$ cat src/rtl/nic_irq_pkg.sv
// Shared constants for the interrupt status/enable register block.
// Assumes a 32-bit register word and a fixed event-to-bit layout that
// software decodes; only the layout positions are fixed, all masks derive.
package nic_irq_pkg;
    localparam int unsigned DATA_W  = 32;
    localparam int unsigned NUM_EVT = 9;
    localparam int unsigned STATE_W = 3;

    // Status/enable bit position of each event index.
    localparam int unsigned EVT_POS [NUM_EVT] = '{0, 1, 2, 5, 6, 7, 8, 13, 27};

    // Summary and process-state positions.
    localparam int unsigned NSUM_POS = 16;
    localparam int unsigned ASUM_POS = 15;
    localparam int unsigned RXST_LO  = 17;
    localparam int unsigned TXST_LO  = RXST_LO + STATE_W;

    // Event indices that feed each summary bit.
    localparam logic [NUM_EVT-1:0] NORMAL_SET   = 9'b0_0001_0101;
    localparam logic [NUM_EVT-1:0] ABNORMAL_SET = 9'b0_1110_1010;

    // Build the mask of writable enable positions.
    function automatic logic [DATA_W-1:0] enable_mask();
        logic [DATA_W-1:0] m;
        m = '0;
        for (int i = 0; i < NUM_EVT; i++) m[EVT_POS[i]] = 1'b1;
        m[NSUM_POS] = 1'b1;
        m[ASUM_POS] = 1'b1;
        return m;
    endfunction

    localparam logic [DATA_W-1:0] EN_MASK = enable_mask();
endpackage

$ cat src/rtl/nic_irq_sticky.sv
// Sticky event latches, one per event source.
// A bit sets on its pulse and clears on its clear strobe; a pulse wins
// over a clear in the same cycle. Assumes pulses are synchronous to clk.
module nic_irq_sticky #(
    parameter int unsigned N = 9
) (
    input  logic         clk,
    input  logic         rst_n,
    input  logic [N-1:0] set_i,
    input  logic [N-1:0] clr_i,
    output logic [N-1:0] q_o
);
    for (genvar g = 0; g < N; g++) begin : g_bit
        // Hold, clear on write-one, set on event (set has priority).
        always_ff @(posedge clk) begin
            if (!rst_n)
                q_o[g] <= 1'b0;
            else if (set_i[g])
                q_o[g] <= 1'b1;
            else if (clr_i[g])
                q_o[g] <= 1'b0;
        end
    end
endmodule

$ cat src/rtl/nic_irq_summary.sv
// Combines sticky bits with their enables into the two summary flags
// and the interrupt request. Purely combinational; assumes its inputs
// come straight from registers.
module nic_irq_summary
    import nic_irq_pkg::*;
(
    input  logic [NUM_EVT-1:0] sticky_i,
    input  logic [NUM_EVT-1:0] en_evt_i,
    input  logic               en_norm_i,
    input  logic               en_abn_i,
    output logic               norm_o,
    output logic               abn_o,
    output logic               irq_o
);
    logic [NUM_EVT-1:0] masked;

    // Mask events and reduce into summaries and the request line.
    always_comb begin
        masked = sticky_i & en_evt_i;
        norm_o = |(masked & NORMAL_SET);
        abn_o  = |(masked & ABNORMAL_SET);
        irq_o  = (|masked) | (norm_o & en_norm_i) | (abn_o & en_abn_i);
    end
endmodule

$ cat src/rtl/nic_irq_csr.sv
// Interrupt status and enable register pair of a network controller.
// Status: sticky write-one-to-clear event bits, derived summaries and
// read-only live process-state fields. Enable: masked storage of the
// writable positions. Drives one level interrupt. Assumes a single
// synchronous register port with combinational read data.
module nic_irq_csr
    import nic_irq_pkg::*;
(
    input  logic               clk,
    input  logic               rst_n,
    input  logic [NUM_EVT-1:0] evt_pulse,
    input  logic [STATE_W-1:0] tx_state,
    input  logic [STATE_W-1:0] rx_state,
    input  logic               reg_sel,
    input  logic               reg_we,
    input  logic [DATA_W-1:0]  reg_wdata,
    output logic [DATA_W-1:0]  reg_rdata,
    output logic               irq
);
    logic [DATA_W-1:0]  en_q;
    logic [NUM_EVT-1:0] sticky_q;
    logic [NUM_EVT-1:0] clr_vec;
    logic [NUM_EVT-1:0] en_evt;
    logic               norm_sum;
    logic               abn_sum;
    logic [DATA_W-1:0]  status_word;
    logic               stat_wr;

    assign stat_wr = reg_we & ~reg_sel;

    // Gather per-event clear strobes and enables from their bit positions.
    for (genvar g = 0; g < NUM_EVT; g++) begin : g_map
        assign clr_vec[g] = stat_wr & reg_wdata[EVT_POS[g]];
        assign en_evt[g]  = en_q[EVT_POS[g]];
    end

    // Enable register: store writable positions only.
    always_ff @(posedge clk) begin
        if (!rst_n)
            en_q <= '0;
        else if (reg_we && reg_sel)
            en_q <= reg_wdata & EN_MASK;
    end

    nic_irq_sticky #(.N(NUM_EVT)) u_sticky (
        .clk   (clk),
        .rst_n (rst_n),
        .set_i (evt_pulse),
        .clr_i (clr_vec),
        .q_o   (sticky_q)
    );

    nic_irq_summary u_summary (
        .sticky_i  (sticky_q),
        .en_evt_i  (en_evt),
        .en_norm_i (en_q[NSUM_POS]),
        .en_abn_i  (en_q[ASUM_POS]),
        .norm_o    (norm_sum),
        .abn_o     (abn_sum),
        .irq_o     (irq)
    );

    // Assemble the status word from sticky bits, summaries and live states.
    always_comb begin
        status_word = '0;
        for (int i = 0; i < NUM_EVT; i++) status_word[EVT_POS[i]] = sticky_q[i];
        status_word[NSUM_POS] = norm_sum;
        status_word[ASUM_POS] = abn_sum;
        status_word[RXST_LO +: STATE_W] = rx_state;
        status_word[TXST_LO +: STATE_W] = tx_state;
    end

    // Read mux for the selected word.
    assign reg_rdata = reg_sel ? en_q : status_word;
endmodule

$ cat config.mk
export PLATFORM = sky130hd
export DESIGN_NAME = nic_irq_csr
export DESIGN_NICKNAME = d
export VERILOG_FILES = /design/src/rtl/nic_irq_pkg.sv /design/src/rtl/nic_irq_sticky.sv /design/src/rtl/nic_irq_summary.sv /design/src/rtl/nic_irq_csr.sv
export SDC_FILE = /design/constraint.sdc
export NUM_CORES = 1
export LEC_CHECK = 0
export BUFFER_PORTS_ARGS = -buffer_cell sky130_fd_sc_hd__buf_2
export CAP_MARGIN = 15
export CORE_AREA = 2 2 56 68
export DETAILED_ROUTE_END_ITERATION = 8
export DIE_AREA = 0 0 58 70
export PLACE_DENSITY = 0.79
export SETUP_SLACK_MARGIN = 0.5
export SLEW_MARGIN = 40
export SYNTH_ARGS = -nofsm -noshare
export SYNTH_HDL_FRONTEND = slang
export SYNTH_HIERARCHICAL = 1
export SYNTH_SLANG_ARGS = --single-unit
$ cat constraint.sdc
create_clock -name clk -period 1.2 [get_ports clk]
set_input_delay 0.24 -clock clk [delete_from_list [all_inputs] [get_ports clk]]
set_output_delay 0.24 -clock clk [all_outputs]
set_load 0.01 [all_outputs]
==> results.ini <==
[clock_tree]
root_buffer = clkbuf_8
numCtsBuffers = 3
clockBufferDepth = 2
clock_sinks = 20
clkLatencyLatePin_ns = 0.26
cts-hold-fix-buffers = 0
h-tree-depth = 1
clkTransAtPathRegs_ns = 0.07
cts_tree = done

[min_path]
whs_path_depth = 2
hold_path.startpoint = evt_pulse[2]
hp-class = primary input to flop
hold_path_end = u_sticky/q_o[2]

[cells_and_area]
fin_nets = 260
design_area_um2 = 2080
final_cells = 246
syn2layout_area_growth_pct = 70.8
fin_util_pct = 59.7
diodes = 0
drive_gt1_share_pct = 69.6

[synthesis]
syn_inst = 130
synth_warnings = 6
avgSynthCellArea_um2 = 9.36
syn_area_um2 = 1220
seq_area_frac_synth_pct = 32.9
yosysUniqueCellTypes = 17
ys_seq_elements = 20

[sta]
worst_clock_skew_ns = 0
period_needed_ns = 1.76
postLayoutSetupSlackWorst_ns = -0.561
final-setup-viol-count = 12
fin_crit_sh_pct = 147
rsz0062_at_grt = true
hold_ws_ns = 0.186
max_freq_mhz = 568
setup_tns_ns = -2.79
maxSlewViolCount = 0
hold_viol_final = 0

[route]
via_per_inst = 4.83
drt-pass1-iter-count = 4
drtIter0Drc = 26
post-route-drc-count = 0
num_vias = 1187
ant_nets = 0
wl_um = 3300
routedWlPerCell_um = 13.4

[placement]
dp.cells = 232
place_ws_ns = -0.273
hpwl_um = 2100
numPortBuffers = 47
place_congestion = 0.752
place_area_um2 = 1690

[worst_setup_path]
start_kind = flop
reg2reg_from = u_sticky/q_o[4]
path_class = flop to output pin
r2r-end = u_sticky/q_o[4]
cp_max_fo = 2
r2r_setup_slack_ns = 0.27
arrival_ns = 1.52
rr_worst_depth = 4
cp-end-kind = output pin
cp.required_ns = 0.96

[power]
power.total_mw = 1.78
peakVddDrop_mv = 0.582
powerDensity_nw_per_um2 = 858
p_leak_nw = 1.01

[floorplan]
die_w_um = 58
rows = 24
initial_core_util_pct = 34.9
core-area_um2 = 3480
io_pins = 84
die_area_um2 = 4060
fp.dieH_um = 70

[global_route]
grt_use_total_pct = 16.4
grt_pass1_wl_um = 5180
overflow = 0
grt_start_max_net_pins = 32
grt_pass1_vias = 1176
antenna_found_initial = 0

[run_status]
violations = setup timing
status = finished with violations

[flow_run]
cap_violations = 0

[per-layer routing]
metal / wire length, um / GRT usage [%] / up-vias
li1: - / - / 577
met1: 1210 / 17.2 / 556
met2: 1860 / 31.4 / 49
met3: 177 / 1.11 / 5
met4: 58 / 8.27 / 0
met5: 0 / 0 / -
[worst max path at each step]
stage | from | end | slack (ns) | cells after the start
detailed placement | u_sticky/q_o[0] | reg_rdata[16] | -0.27 | 4
global route | en_q[5] | reg_rdata[15] | -0.64 | 4
CTS | u_sticky/q_o[3] | reg_rdata[15] | -0.52 | 4
floorplan | en_q[5] | reg_rdata[15] | -0.06 | 3
global placement | u_sticky/q_o[0] | reg_rdata[16] | -0.27 | 4
finish | en_q[0] | reg_rdata[16] | -0.56 | 5
[cell usage in the layout (no fill, tap or decap)]
cell	synthesis	routed
buf_6	3	35
nand2_2	0	3
o21a_1	9	9
a222oi_1	2	2
nor2b_4	10	17
buf_4	16	12
buf_2	4	29
buf_12	0	3
clkbuf_8	0	3
nand4_1	12	12
o21ai_1	10	8
conb_1	1	15
mux2_4	0	11
dfxtp_1	20	5
inv_2	0	1
nand2_1	13	10
o21ai_2	0	2
and2_4	0	10
dfxtp_2	0	15
buf_8	0	3
a22oi_1	1	1
o21ai_0	1	1
[logic make-up after synthesis]
kind of cell           after synthesis  share of synthesized area (%)
AND/OR/NAND/NOR                     51                           29.7
buffers and inverters               24                           14.6
AO/OA/AOI/OAI                       23                           12.3
flip-flops                          20                           32.9
multiplexers                        11                           10.2
other                                1                          0.308
[sequential cells by signal (all words and copies together) (netlist names)]
register / flops
en_q: 11
u_sticky/q_o: 9
[where the power goes]
group          switching (mW)  internal (mW)
sequential             0.0273          0.710
combinational           0.232          0.366
clock                   0.225          0.224
total                   0.484           1.30
[layout make-up]
class	count	area [um2]
Sequential cell	20	419
Clock buffer	3	41.3
Inverter	1	3.75
Multi-Input combinational cell	101	832
Fill cell	272	1400
Tap cell	39	48.8
Timing Repair Buffer	82	734
[critical path, cell delays in order (launching register included)]
cell	delay, ns
dfxtp_2	0.32
a222oi_1	0.34
buf_4	0.19
inv_2	0.03
mux2_4	0.26
buf_6	0.12
[Yosys cell counts, drive strengths merged]
| master | number | share of area, % |
|---|---|---|
| a222oi | 2 | 1.6 |
| nand4 | 12 | 6.2 |
| conb | 1 | 0.31 |
| o21a | 9 | 5.5 |
| inv | 1 | 0.31 |
| dfxtp | 20 | 33 |
| nor2b | 16 | 14 |
| mux2 | 11 | 10 |
| and2 | 10 | 5.1 |
| o21ai | 11 | 4.5 |
| nand2 | 13 | 4.0 |
| buf | 23 | 14 |
| a22oi | 1 | 0.62 |
[timing repair]
item | 4_1_cts | 5_1_grt
resized for setup | 56 | 16
endpoints found under the hold margin | 0 | 0
pin swaps | 7 | 5
endpoints found under the setup margin | 38 | 33
cloned | 1 | 0
buffers inserted | 4 | 6
Power figures use the tool's default switching activity.
